<file path="config.mk">
export PLATFORM = sky130hd
export DESIGN_NAME = sysconv_array
export DESIGN_NICKNAME = d
export VERILOG_FILES = /design/src/rtl/sysconv_pkg.sv /design/src/rtl/sysconv_ctrl.sv /design/src/rtl/sysconv_cell.sv /design/src/rtl/sysconv_array.sv
export SDC_FILE = /design/constraint.sdc
export NUM_CORES = 1
export LEC_CHECK = 0
export BUFFER_PORTS_ARGS = -buffer_cell sky130_fd_sc_hd__clkbuf_2
export CAP_MARGIN = 0
export CORE_ASPECT_RATIO = 1.1
export CORE_UTILIZATION = 42
export DETAILED_ROUTE_END_ITERATION = 16
export GPL_TIMING_DRIVEN = 0
export HOLD_SLACK_MARGIN = 0.02
export PLACE_DENSITY = 0.68
export SLEW_MARGIN = 20
export SYNTH_ARGS = -nofsm -noshare
export SYNTH_HDL_FRONTEND = slang
export SYNTH_SLANG_ARGS = --single-unit
</file>
<file path="constraint.sdc">
create_clock -name clk -period 9.3 [get_ports clk]
set_input_delay 0.93 -clock clk [delete_from_list [all_inputs] [get_ports clk]]
set_output_delay 0.93 -clock clk [all_outputs]
set_load 0.01 [all_outputs]
</file>
<file path="src/rtl/sysconv_pkg.sv">
package sysconv_pkg;

    // Width of the accumulated result for a given sample width and tap count.
    function automatic int acc_width(input int data_w, input int taps);
        return 2 * data_w + ((taps > 1) ? $clog2(taps) : 0);
    endfunction

    // Width of an index that must hold at least one bit.
    function automatic int idx_width(input int count);
        return (count > 1) ? $clog2(count) : 1;
    endfunction

endpackage

</file>
<file path="src/rtl/sysconv_ctrl.sv">
module sysconv_ctrl #(
    parameter int TAPS   = 3,
    parameter int BANK_W = 2
) (
    input  logic              clk,
    input  logic              rst_n,
    input  logic              step,
    input  logic [BANK_W-1:0] sel_in,
    output logic [BANK_W-1:0] bank_q,
    output logic              out_valid
);
    localparam int FILL_MAX = 2 * TAPS - 1;
    localparam int FILL_W   = $clog2(2 * TAPS);

    typedef struct packed {
        logic [FILL_W-1:0] fill;
        logic [BANK_W-1:0] bank;
        logic              ovalid;
    } ctrl_t;

    ctrl_t st_d, st_q;

    always_comb begin
        st_d        = st_q;
        st_d.ovalid = 1'b0;
        if (step) begin
            st_d.bank   = sel_in;
            st_d.ovalid = (st_q.fill == FILL_W'(FILL_MAX));
            if (st_q.fill != FILL_W'(FILL_MAX)) begin
                st_d.fill = st_q.fill + 1'b1;
            end
        end
    end

    always_ff @(posedge clk or negedge rst_n) begin
        if (!rst_n) begin
            st_q <= '0;
        end else begin
            st_q <= st_d;
        end
    end

    assign bank_q    = st_q.bank;
    assign out_valid = st_q.ovalid;

    // while the chain is still filling, an accepted sample yields no result
    a_r4_no_early_result: assert property (@(posedge clk) disable iff (!rst_n)
        (step && st_q.fill != FILL_W'(FILL_MAX)) |=> !out_valid);

    // no sample, no result on the next cycle
    a_r5_idle_no_result: assert property (@(posedge clk) disable iff (!rst_n)
        !step |=> !out_valid);

    // the active bank changes only with an accepted sample
    a_r7_bank_on_sample: assert property (@(posedge clk) disable iff (!rst_n)
        !step |=> $stable(bank_q));

    // a result is only ever presented once the chain is full
    a_r3_valid_when_full: assert property (@(posedge clk) disable iff (!rst_n)
        out_valid |-> (st_q.fill == FILL_W'(FILL_MAX)));

endmodule

</file>
<file path="src/rtl/sysconv_cell.sv">
module sysconv_cell #(
    parameter int DATA_W = 8,
    parameter int ACC_W  = 18,
    parameter int BANKS  = 4,
    parameter int BANK_W = 2
) (
    input  logic              clk,
    input  logic              rst_n,
    input  logic              step,
    input  logic [BANK_W-1:0] bank_sel,
    input  logic [DATA_W-1:0] x_in,
    input  logic [ACC_W-1:0]  sum_in,
    input  logic              wr_en,
    input  logic [BANK_W-1:0] wr_bank,
    input  logic [DATA_W-1:0] wr_data,
    output logic [DATA_W-1:0] x_out,
    output logic [ACC_W-1:0]  sum_out
);
    localparam int PROD_W = 2 * DATA_W;

    typedef struct packed {
        logic [BANKS-1:0][DATA_W-1:0] w;
        logic [DATA_W-1:0]            xa;
        logic [DATA_W-1:0]            xb;
        logic [PROD_W-1:0]            prod;
        logic [ACC_W-1:0]             sum;
    } cell_t;

    cell_t st_d, st_q;

    logic signed [PROD_W-1:0] mul_x_d, mul_w_d, mul_p_d;
    logic signed [ACC_W-1:0]  prod_ext_d, sum_new_d;

    always_comb begin
        mul_x_d    = PROD_W'($signed(x_in));
        mul_w_d    = PROD_W'($signed(st_q.w[bank_sel]));
        mul_p_d    = mul_x_d * mul_w_d;
        prod_ext_d = ACC_W'($signed(st_q.prod));
        sum_new_d  = $signed(sum_in) + prod_ext_d;

        st_d = st_q;
        if (wr_en) begin
            st_d.w[wr_bank] = wr_data;
        end
        if (step) begin
            st_d.xa   = x_in;
            st_d.xb   = st_q.xa;
            st_d.prod = mul_p_d;
            st_d.sum  = sum_new_d;
        end
    end

    always_ff @(posedge clk or negedge rst_n) begin
        if (!rst_n) begin
            st_q <= '0;
        end else begin
            st_q <= st_d;
        end
    end

    assign x_out   = st_q.xb;
    assign sum_out = st_q.sum;

    // pipeline contents hold across cycles without a sample
    a_r5_hold_state: assert property (@(posedge clk) disable iff (!rst_n)
        !step |=> ($stable(st_q.sum) && $stable(st_q.xb) && $stable(st_q.prod)));

    // coefficients never change on a cycle that accepts a sample
    a_r9_no_load_in_stream: assert property (@(posedge clk) disable iff (!rst_n)
        step |=> $stable(st_q.w));

endmodule

</file>
<file path="src/rtl/sysconv_array.sv">
module sysconv_array
    import sysconv_pkg::*;
#(
    parameter int DATA_W = 8,
    parameter int TAPS   = 3,
    parameter int BANKS  = 4,
    parameter int ACC_W  = acc_width(DATA_W, TAPS),
    parameter int BANK_W = idx_width(BANKS),
    parameter int TAP_W  = idx_width(TAPS)
) (
    input  logic              clk,
    input  logic              rst_n,
    input  logic              in_valid,
    input  logic [DATA_W-1:0] in_data,
    input  logic [BANK_W-1:0] in_sel,
    input  logic              wl_en,
    input  logic [TAP_W-1:0]  wl_tap,
    input  logic [BANK_W-1:0] wl_bank,
    input  logic [DATA_W-1:0] wl_data,
    output logic              out_valid,
    output logic [ACC_W-1:0]  out_data
);
    logic [BANK_W-1:0] bank_q;
    logic              load_ok;
    logic [DATA_W-1:0] x_chain   [0:TAPS];
    logic [ACC_W-1:0]  sum_chain [0:TAPS];
    logic [TAPS-1:0]   cell_wr;

    assign load_ok      = wl_en && !in_valid;
    assign x_chain[0]   = in_data;
    assign sum_chain[0] = '0;

    sysconv_ctrl #(
        .TAPS   (TAPS),
        .BANK_W (BANK_W)
    ) u_ctrl (
        .clk       (clk),
        .rst_n     (rst_n),
        .step      (in_valid),
        .sel_in    (in_sel),
        .bank_q    (bank_q),
        .out_valid (out_valid)
    );

    // Cell k holds logical tap TAPS-1-k: the first cell meets the newest sample.
    for (genvar k = 0; k < TAPS; k++) begin : g_cell
        assign cell_wr[k] = load_ok && (wl_tap == TAP_W'(TAPS - 1 - k));

        sysconv_cell #(
            .DATA_W (DATA_W),
            .ACC_W  (ACC_W),
            .BANKS  (BANKS),
            .BANK_W (BANK_W)
        ) u_cell (
            .clk      (clk),
            .rst_n    (rst_n),
            .step     (in_valid),
            .bank_sel (bank_q),
            .x_in     (x_chain[k]),
            .sum_in   (sum_chain[k]),
            .wr_en    (cell_wr[k]),
            .wr_bank  (wl_bank),
            .wr_data  (wl_data),
            .x_out    (x_chain[k+1]),
            .sum_out  (sum_chain[k+1])
        );
    end

    assign out_data = sum_chain[TAPS];

    // the sample leaving the chain only moves with an accepted sample
    a_r5_tail_stable: assert property (@(posedge clk) disable iff (!rst_n)
        !in_valid |=> $stable(x_chain[TAPS]));

    // the presented result holds while the stream pauses
    a_r5_result_stable: assert property (@(posedge clk) disable iff (!rst_n)
        !in_valid |=> $stable(out_data));

    // at most one cell is written per cycle
    a_r9_single_cell_write: assert property (@(posedge clk) disable iff (!rst_n)
        $onehot0(cell_wr));

endmodule

</file>
==> results of run 1 <==
-- power by group through the flow --
stage / logic [µW] / registers, µW / clock network (µW)
after floorplan: 4150 / 1500 / 0
after global placement: 5220 / 1590 / 0
after detailed placement: 5390 / 1600 / 0
after CTS: 5430 / 1580 / 1060
after global routing: 6140 / 1620 / 1100
final: 5420 / 1580 / 1040
-- per-stage QoR --
step / area, µm² / hold slack, ns / utilization [%]
global route: 20400 / 0.352 / 47.0
CTS: 20400 / 0.331 / 47.0
finish: 20400 / 0.320 / 47.0
detailed placement: 19500 / 0.469 / 45.0
floorplan: 18500 / 0.446 / -
global placement: 19400 / 0.463 / 44.8
-- routing by layer --
metal | vias to the layer above | wire, µm
li1 | 5740 | -
met1 | 6149 | 18200
met2 | 211 | 20500
met3 | 69 | 1020
met4 | 0 | 1100
met5 | - | 0
-- state kept, by name, summed over array words and instances (netlist names) --
register,flops
u_ctrl.st_q,3
g_cell.u_cell.st_q,112
g_cell.u_cell.sum_out,51
u_ctrl.out_valid,1
u_ctrl.bank_q,2
g_cell.u_cell.x_out,16
g_cell.u_cell.prod_ext_d,48
-- final cells by class --
cell class,instances,area (µm²),area share (%)
clock inverter,7,87.6,0.430
multi-input combinational,1137,11400,55.7
clock buffer,39,781,3.83
inverter,260,976,4.79
timing repair buffer,46,307,1.50
sequential,233,5830,28.6
tap,574,718,3.53
buffer,62,315,1.55
-- how the worst min path moves through the flow --
stage | from | end | slack, ns | cells after the start
5_1_grt | rst_n | g_cell[2].u_cell.st_q[73] | 0.35 | 1
3_3_place_gp | g_cell[0].u_cell.prod_ext_d[10] | g_cell[0].u_cell.prod_ext_d[10] | 0.46 | 1
6_report | rst_n | g_cell[2].u_cell.st_q[80] | 0.32 | 1
2_1_floorplan | g_cell[0].u_cell.prod_ext_d[12] | g_cell[0].u_cell.prod_ext_d[12] | 0.45 | 2
4_1_cts | rst_n | g_cell[2].u_cell.st_q[80] | 0.33 | 1
3_5_place_dp | g_cell[0].u_cell.prod_ext_d[8] | g_cell[0].u_cell.prod_ext_d[8] | 0.47 | 1
-- cell usage in the layout (no fill, tap or decap), types with 5 or more instances in the layout --
master     instances
nand4_1            5
o21a_1            15
buf_1             15
nor2_1            68
nor2b_1           11
inv_1            260
ha_1             122
clkbuf_2          42
o31ai_1            8
fa_1             167
mux4_2            21
dfrtp_1          233
nand2_1           91
a21oi_1           42
a211oi_1          15
nand2b_1           7
and3_1             9
buf_4             19
or2_2              8
clkbuf_16         27
o21ai_0           38
clkbuf_1          25
a21o_1            24
buf_2              9
o21bai_1           5
mux2i_1            7
a31oi_1            6
xor2_1             6
nand3_1           12
nor3_1            21
xnor2_1           47
and2_1           127
clkbuf_8           7
mux2_2           185
-- kinds of logic after synthesis --
logic type | synth area share [%]
simple gates | 10.7
buf+inv | 6.99
compound gates | 7.70
xor+xnor | 2.51
mux | 14.2
flops | 31.6
fa+ha+maj | 26.4
==> results.yml, run 1 <==
outcome:
  status: "finished clean"
critical_path:
  critical_path.max_stage_delay_ns: 0.64
  worst-r2r-setup-slack_ns: 3.04
  worstReg2RegStart: "u_ctrl.bank_q[0]"
  cp-endpoint: "g_cell[2].u_cell.prod_ext_d[15]"
  worst_r2r_endpoint: "g_cell[2].u_cell.prod_ext_d[15]"
  critPathLaunchType: "flop"
  setup.worst_path.end_class: "flop"
  critical_path_arrival_ns: 6.64
  r2r.worst_path.cells: 18
  wp_buf_inv: 4
  worstSetupPathType: "reg2reg"
  crit_path_frequent_cell: "fa_1"
  cp-startpoint: "u_ctrl.bank_q[0]"
  required_time_worst_endpoint_ns: 9.68
  top_family_by_delay_on_critical_path: "adder cells"
  worst-path-max-fanout: 10
  worst-path-stages: 18
  critical_path.slowest_cell: "o21ai_1"
  crit_path_cell_trace: "buf_4 > buf_2 > mux2_2 > o21ai_1 > nor2_1 > fa_1 > fa_1 > fa_1 > inv_1 > fa_1 > inv_1 > ha_1 > a21o_1 > a21o_1 > a221oi_2 > a21oi_1 > xnor2_1 > a21oi_1"
detailed_routing:
  routed-via-count: 12200
  drt-pass1-iter-count: 5
  route.antenna.remaining_nets: 0
  finalWirelength_um: 40800
  1st_iter_drt_viols: 724
  post-route-drc-count: 0
  post_dr_wirelength_cell_um: 17.3
  avgViaCountPerCell: 5.16
cells_and_area:
  flow.area_growth_from_synthesis_pct: 10.2
  num_antenna_cells: 0
  drive_above_1_share_pct: 19.5
  fill_cells: 3961
  fin_cells: 2358
  finalNetCount: 2081
grt:
  grt_antenna_before_repair: 0
  first_global_vias: 13000
  grt_met2_use_pct: 33.6
  largest_net_degree_at_the_start_of_global_routing: 75
  wire_length_of_the_first_global_routing_pass_um: 67800
  track_usage_pct: 18.9
  grt_overflow_total: 0
  grt_use_met1_pct: 24.8
  global_route.peak_usage_layer: "met2"
  grt.met3_usage_pct: 1.56
die:
  placement_rows: 80
  io_pins: 45
  die_area_um2: 44800
  die_height_um: 222
  die-width_um: 202
  coreArea_um2: 43300
  initial_utilization_pct: 42.6
clock_network:
  cts_tree: "done"
  htree_num_levels: 1
  cts_num_sinks: 233
  cts-hold-fix-buffers: 0
  worst_setup_hold_path_clk_slew_ns: 0.06
  cts_setup_buffers: 0
  post_cts.resized_instances: 0
  clk_root_buffer_cell: "clkbuf_16"
  tritoncts.num_buffers: 26
  clock_tree.buffer_depth: 3
  clk-insertion-delay-late_ns: 0.53
timing:
  worst-slew-pin-transition_ns: 0.979
  maxSlewHeadroom_pct: 34.8
  final_setup_skew_ns: 0.0111
  final.period_utilization_pct: 67.3
  timing_max_transition_violations_final: 0
  tns_ns: 0
  final-hold-violation-count: 0
  max_freq_mhz: 160
  setup_slack_ns: 3.04
  post-route-min-period_ns: 6.26
  grt_setup_unrepaired: "false"
  setup_violations: 0
yosys:
  syn_area_um2: 18500
  syn_inst: 1692
  synth_top_area_share_pct: 31.6
  synth_async_sr_flop_share_pct: 100
  syn-num-nets: 2007
  yosysSeqAreaShare_pct: 31.6
  postSynthRegisterBits: 233
  yosys_warnings: 0
  leading_post_synthesis_cells_by_cell_area: "dfrtp_1, fa_1, mux2_2, ha_1, inv_1"
  synth_edf_count: 0
  synth.largest_area_cell: "dfrtp_1"
  syn-mean-instance-area_um2: 10.9
  synth.cells.most_frequent: "inv_1, dfrtp_1, mux2_2"
  netlist-cell-type-count: 69
  yosys.cell_count.top_type: "inv_1"
  synth_top_flop_cell: "dfrtp_1"
power_and_ir_drop:
  sw_frac_of_total_pct: 45.2
  worst_vdd_rail_ir_drop_uv: 233
  tot_pwr_uw: 8050
  seq_power_share_pct: 19.7
  cell_area_power_density_nw_per_um2: 395
  static-leakage-power_uw: 0.00977
  clkPwrFrac_pct: 12.9
  switchingPower_uw: 3640
  logic_pwr_share_pct: 67.4
  internal_uw: 4410
placement:
  place_hpwl_um: 32200
  place.gp.congestion: 0.873
  buffer_ports.inserted: 43
  placed_cells_incl_taps: 2312
  pre_cts_ws_ns: 3.01
min_path:
  worst_hold_path_type: "in2async"
run:
  max_capacitance_violation_total: 0
No activity file was read; power rests on OpenSTA's default activity.
==> inputs of run 2 (changes only) <==
--- a/config.mk
+++ b/config.mk
@@ -5,6 +5,7 @@
 export SDC_FILE = /design/constraint.sdc
 export NUM_CORES = 1
 export LEC_CHECK = 0
+export ABC_AREA = 1
 export BUFFER_PORTS_ARGS = -buffer_cell sky130_fd_sc_hd__clkbuf_2
 export CAP_MARGIN = 0
 export CORE_ASPECT_RATIO = 1.1
@@ -12,7 +13,7 @@
 export DETAILED_ROUTE_END_ITERATION = 16
 export GPL_TIMING_DRIVEN = 0
 export HOLD_SLACK_MARGIN = 0.02
-export PLACE_DENSITY = 0.68
+export PLACE_DENSITY = 0.7
 export SLEW_MARGIN = 20
 export SYNTH_ARGS = -nofsm -noshare
 export SYNTH_HDL_FRONTEND = slang
==> constraint.sdc (replaced) <==
create_clock -name clk -period 5 [get_ports clk]
set_input_delay 0.5 -clock clk [delete_from_list [all_inputs] [get_ports clk]]
set_output_delay 0.5 -clock clk [all_outputs]
set_load 0.01 [all_outputs]
==> results.yml, run 2 <==
timing:
  worst-slew-pin-transition_ns: 1.00
  max_freq_mhz: 207
  final_setup_skew_ns: 0.0106
  final.period_utilization_pct: 96.5
  maxSlewHeadroom_pct: 33.2
  grt_setup_unrepaired: "true"
  tns_ns: 0
  timing_max_transition_violations_final: 0
  post-route-min-period_ns: 4.83
  final-hold-violation-count: 0
  setup_violations: 0
critical_path:
  critical_path.max_stage_delay_ns: 0.54
  setup.worst_path.end_class: "flop"
  worstSetupPathType: "reg2reg"
  critical_path.slowest_cell: "fa_1"
  required_time_worst_endpoint_ns: 5.41
  crit_path_cell_trace: "buf_6 > inv_2 > buf_6 > nand3_1 > nand2_1 > nor2_1 > fa_1 > inv_1 > fa_1 > inv_1 > fa_1 > inv_1 > fa_1 > inv_1 > ha_2 > nand2_1 > nor2_1 > nand2_1 > o211ai_1 > xnor2_1 > o21ai_0"
  worst-path-max-fanout: 10
  critPathLaunchType: "flop"
  critical_path_arrival_ns: 5.24
detailed_routing:
  drt-pass1-iter-count: 5
  routed-via-count: 15600
  post-route-drc-count: 0
  finalWirelength_um: 48700
  1st_iter_drt_viols: 1140
  route.antenna.remaining_nets: 0
  post_dr_wirelength_cell_um: 15.9
  avgViaCountPerCell: 5.09
yosys:
  yosys_warnings: 0
  syn-num-nets: 2695
  netlist-cell-type-count: 38
  synth.largest_area_cell: "dfrtp_1"
  yosys.cell_count.top_type: "nand2_1"
  postSynthRegisterBits: 233
  syn_inst: 2380
  syn-mean-instance-area_um2: 7.95
  yosysSeqAreaShare_pct: 30.8
  synth_top_area_share_pct: 30.8
  synth_async_sr_flop_share_pct: 100
  syn_area_um2: 18900
  synth_top_flop_cell: "dfrtp_1"
  synth.cells.most_frequent: "nand2_1, inv_1, dfrtp_1"
  leading_post_synthesis_cells_by_cell_area: "dfrtp_1, fa_1, nand2_1, ha_1, inv_1"
  synth_edf_count: 0
grt:
  grt_antenna_before_repair: 0
  largest_net_degree_at_the_start_of_global_routing: 93
  grt_overflow_total: 0
  track_usage_pct: 21.5
  first_global_vias: 15400
  wire_length_of_the_first_global_routing_pass_um: 78800
clock_network:
  cts_num_sinks: 233
  clock_tree.buffer_depth: 3
  cts_tree: "done"
  tritoncts.num_buffers: 26
  htree_num_levels: 1
  clk_root_buffer_cell: "clkbuf_16"
  clk-insertion-delay-late_ns: 0.55
  worst_setup_hold_path_clk_slew_ns: 0.06
placement:
  place.gp.congestion: 0.900
  place_hpwl_um: 38500
  dpl-instance-area_um2: 19900
  buffer_ports.inserted: 43
  placed_cells_incl_taps: 3007
run:
  max_capacitance_violation_total: 0
cells_and_area:
  final_core_utilization_pct: 47.8
  post-route-cell-area_um2: 21200
  layout_commonest_cell: "nand2_1"
  layout_common_cells: "nand2_1, inv_1, dfrtp_1"
  finalNetCount: 2782
  flow.area_growth_from_synthesis_pct: 12.2
  largest_register_ff_count: 112
  drive_above_1_share_pct: 10.9
  num_antenna_cells: 0
  regMostFlops: "g_cell.u_cell.st_q"
  fin_cells: 3068
die:
  placement_rows: 81
  die_height_um: 225
  initial_utilization_pct: 42.6
  die_area_um2: 45900
  coreArea_um2: 44400
  io_pins: 45
  die-width_um: 204
power_and_ir_drop:
  static-leakage-power_uw: 0.0110
  worst_vdd_rail_ir_drop_uv: 331
  cell_area_power_density_nw_per_um2: 542
  tot_pwr_uw: 11500
outcome:
  status: "finished clean"
min_path:
  worst_hold_path_type: "in2reg"
## run 2: changes by cell type after synthesis, sizes merged, moves of 23 or more
cell   delta
nor2    +154
and2    -124
nand3   +113
xnor2    -23
nand2   +605
mux2    -185
o21ai   +147
inv     +114
## run 2: area by class of cell
cell class	count	area (µm²)
Inverter	376	1420
Buffer	83	554
Sequential cell	233	5830
Multi-Input combinational cell	1688	11400
Timing Repair Buffer	59	419
Fill cell	4295	23200
Tap cell	581	727
Clock inverter	14	135
Clock buffer	34	722
## run 2: logic make-up after synthesis
group                    share of synthesized area (%)
adder cells (fa/ha/maj)                           25.8
XOR/XNOR                                          1.53
AO/OA/AOI/OAI                                     8.71
buffers and inverters                             10.1
AND/OR/NAND/NOR                                   23.1
flip-flops                                        30.8
## run 2: timing repair
item                                    4_1_cts  5_1_grt
buffers inserted                              0       12
hold buffers                                  1        0
pin swaps                                     1       10
endpoints found under the setup margin       15       24
gates resized for setup                      28       73
endpoints found under the hold margin        51        0
## run 2: final timing paths
path                                                startpoint                              end  slack [ns]  depth (start not counted)
worst max-delay path                          u_ctrl.bank_q[1]  g_cell[2].u_cell.prod_ext_d[12]        0.17                         21
worst min-delay path                                 in_sel[0]                 u_ctrl.bank_q[0]        0.22                          3
worst max register to register                u_ctrl.bank_q[1]  g_cell[2].u_cell.prod_ext_d[12]        0.17                         21
worst min register to register  g_cell[0].u_cell.prod_ext_d[4]      g_cell[0].u_cell.sum_out[4]        0.47                          2
max in group asynchronous                                rst_n        g_cell[0].u_cell.st_q[71]        3.29                          5
min in group asynchronous                                rst_n                   u_ctrl.st_q[5]        0.54                          3
## run 2: metrics by stage
| stage | worst slack, ns | hold slack, ns |
|---|---|---|
| 2_1_floorplan | 0.452 | 0.204 |
| 3_3_place_gp | -1.14 | 0.457 |
| 3_5_place_dp | -0.354 | 0.463 |
| 4_1_cts | -0.0255 | 0.198 |
| 5_1_grt | -0.0349 | 0.218 |
| 6_report | 0.175 | 0.219 |
## run 2: worst max-delay path, delay by kind of cell (launching register included)
| kind | cells | cell delay (ns) |
|---|---|---|
| xor gates and xnor gates | 1 | 0.19 |
| DFF | 1 | 0.38 |
| AOI/OAI and AO/OA | 2 | 0.21 |
| and+or+nand+nor | 6 | 0.78 |
| buffers and inverters | 7 | 0.65 |
| adders and majority gates | 5 | 2.50 |
## run 2: routing by layer
layer | vias to the layer above | global-route usage, % | part of all wire (%)
met5 | - | 0 | 0
met4 | 0 | 7.27 | 3.2
met3 | 89 | 2.43 | 4.0
met2 | 367 | 37.1 | 49
met1 | 7597 | 28.0 | 44
li1 | 7554 | - | -
## run 2: power by group
group | leakage, µW | switching, µW | total [µW] | internal [µW]
Sequential | 0.00294 | 400 | 2840 | 2440
Clock | 0.000418 | 800 | 1920 | 1120
Combinational | 0.00762 | 4120 | 6740 | 2620
Total | 0.0110 | 5320 | 11500 | 6180
==> inputs of run 3 (changes only) <==
--- a/config.mk
+++ b/config.mk
@@ -13,7 +13,7 @@
 export DETAILED_ROUTE_END_ITERATION = 16
 export GPL_TIMING_DRIVEN = 0
 export HOLD_SLACK_MARGIN = 0.02
-export PLACE_DENSITY = 0.7
+export PLACE_DENSITY = 0.58
 export SLEW_MARGIN = 20
 export SYNTH_ARGS = -nofsm -noshare
 export SYNTH_HDL_FRONTEND = slang
==> results.yml, run 3 (synthesis results as in run 2) <==
cells_and_area:
  num_antenna_cells: 0
  largest_register_ff_count: 112
  flow.area_growth_from_synthesis_pct: 12.9
  multiInputGateArea_um2: 11400
  layout_commonest_cell: "nand2_1"
  fill_cells: 4377
  regMostFlops: "g_cell.u_cell.st_q"
  final_core_utilization_pct: 48.1
  finalNetCount: 2783
  layout_common_cells: "nand2_1, inv_1, dfrtp_1"
  fin_cells: 3069
  sequential_cell_area_um2: 5830
  drive_above_1_share_pct: 10.9
timing:
  max_freq_mhz: 208
  maxSlewHeadroom_pct: 33.4
  post-route-min-period_ns: 4.80
  timing_max_transition_violations_final: 0
  worst-slew-pin-transition_ns: 0.999
  final_setup_skew_ns: 0.0132
  setup_violations: 0
  final-hold-violation-count: 0
  final.period_utilization_pct: 96.0
min_path:
  worst_hold_path_type: "in2reg"
  timing.hold.worst.start: "in_sel[1]"
  hold_depth: 3
  min_delay_worst_endpoint: "u_ctrl.bank_q[1]"
die:
  placement_rows: 81
  die_height_um: 225
  initial_utilization_pct: 42.6
  io_pins: 45
  die_area_um2: 45900
  die-width_um: 204
  coreArea_um2: 44400
detailed_routing:
  route.antenna.remaining_nets: 0
  1st_iter_drt_viols: 873
  post_dr_wirelength_cell_um: 16.4
  routed-via-count: 15400
  finalWirelength_um: 50300
  drt-pass1-iter-count: 6
  avgViaCountPerCell: 5.00
  post-route-drc-count: 0
grt:
  wire_length_of_the_first_global_routing_pass_um: 81800
  grt_antenna_before_repair: 1
  first_global_vias: 15600
  largest_net_degree_at_the_start_of_global_routing: 88
  track_usage_pct: 22.7
  grt_overflow_total: 0
clock_network:
  clk-insertion-delay-late_ns: 0.58
  clk_root_buffer_cell: "clkbuf_16"
  cts_num_sinks: 233
  clock_tree.buffer_depth: 3
  htree_num_levels: 1
  cts_tree: "done"
  worst_setup_hold_path_clk_slew_ns: 0.06
  tritoncts.num_buffers: 27
critical_path:
  worst_r2r_endpoint: "g_cell[1].u_cell.prod_ext_d[14]"
  worst-r2r-setup-slack_ns: 0.20
  worstReg2RegStart: "u_ctrl.bank_q[1]"
  setup.worst_path.end_class: "flop"
  worst-path-max-fanout: 10
  r2r.worst_path.cells: 21
  critical_path_arrival_ns: 5.26
  required_time_worst_endpoint_ns: 5.46
  critPathLaunchType: "flop"
  worstSetupPathType: "reg2reg"
power_and_ir_drop:
  static-leakage-power_uw: 0.0110
  worst_vdd_rail_ir_drop_uv: 270
  cell_area_power_density_nw_per_um2: 546
placement:
  place_hpwl_um: 39700
  buffer_ports.inserted: 43
  placed_cells_incl_taps: 3006
  place.gp.congestion: 0.922
outcome:
  status: "finished clean"
run:
  max_capacitance_violation_total: 0
## run 3: cell count changes in the layout (fill, tap and decap cells not counted), sizes merged
| cell | previous run | this run |
|---|---|---|
| buf | 73 | 71 |
| clkbuf | 102 | 106 |
| bufinv | 2 | 4 |
| clkinv | 10 | 9 |
| clkinvlp | 3 | 0 |
| inv | 375 | 376 |
## run 3: area by class of cell
cell class | instances | area share, %
clock inverters | 13 | 0.897
clock buffers | 36 | 3.61
flip-flops and latches | 233 | 27.3
inverters | 376 | 6.64
multi-input cells | 1688 | 53.5
repair buffers | 59 | 1.95
plain buffers | 83 | 2.66
well taps | 581 | 3.41
## run 3: worst max-delay path by stage
stage	from	to	slack, ns	cells past startpoint
after floorplan	u_ctrl.bank_q[0]	g_cell[2].u_cell.prod_ext_d[10]	0.45	21
after global placement	rst_n	g_cell[0].u_cell.st_q[60]	-1.41	1
after detailed placement	u_ctrl.bank_q[0]	g_cell[2].u_cell.prod_ext_d[15]	-0.43	22
after CTS	u_ctrl.bank_q[0]	g_cell[2].u_cell.prod_ext_d[10]	0.0004	22
after global routing	u_ctrl.bank_q[0]	g_cell[2].u_cell.prod_ext_d[13]	-0.01	25
final	u_ctrl.bank_q[1]	g_cell[1].u_cell.prod_ext_d[14]	0.20	21
## run 3: metal layers
metal,part of all wire [%],track usage (%),vias up
li1,-,-,7557
met1,43,29.0,7402
met2,50,40.3,322
met3,4.1,2.42,75
met4,2.7,6.74,0
met5,0,0,-
## run 3: timing repair
item                       4_1_cts  5_1_grt
cloned                           0        1
hold endpoints to repair        66        0
hold buffers                     1        0
pin swaps                        3       13
buffers inserted                 2       10
setup endpoints to repair       17       22
gates resized for setup         28       70
## run 3: where the power goes
part	total, µW	internal [µW]	switching (µW)
combinational	6680	2610	4070
sequential	2830	2440	396
clock	2130	1290	839
## run 3: worst max-delay path, stage by stage (launching register included)
cell and delay [ns]:
dfrtp_1 0.34, buf_6 0.16, inv_2 0.08, buf_6 0.16, a21oi_1 0.14, a32o_2 0.30, nor2_1 0.12, fa_1 0.52
inv_1 0.05, fa_1 0.49, inv_1 0.05, fa_1 0.53, inv_1 0.06, fa_1 0.47, inv_1 0.04, ha_1 0.34
a21oi_1 0.23, nor2_1 0.07, o21ai_1 0.20, nand4_1 0.12, nand3_1 0.12, nand2_1 0.07
## run 3: metrics by stage
stage	setup TNS, ns	cell area (µm²)	total power, µW	hold slack (ns)	worst slack, ns
final	0	21300	11600	0.146	0.201
after global placement	-326.02	19900	9210	0.461	-1.41
after detailed placement	-3.44	19900	9290	0.462	-0.431
after global routing	-0.0247	21300	12900	0.169	-0.0129
after CTS	0	21000	11500	0.134	0.000447
after floorplan	0	18900	7660	0.204	0.452
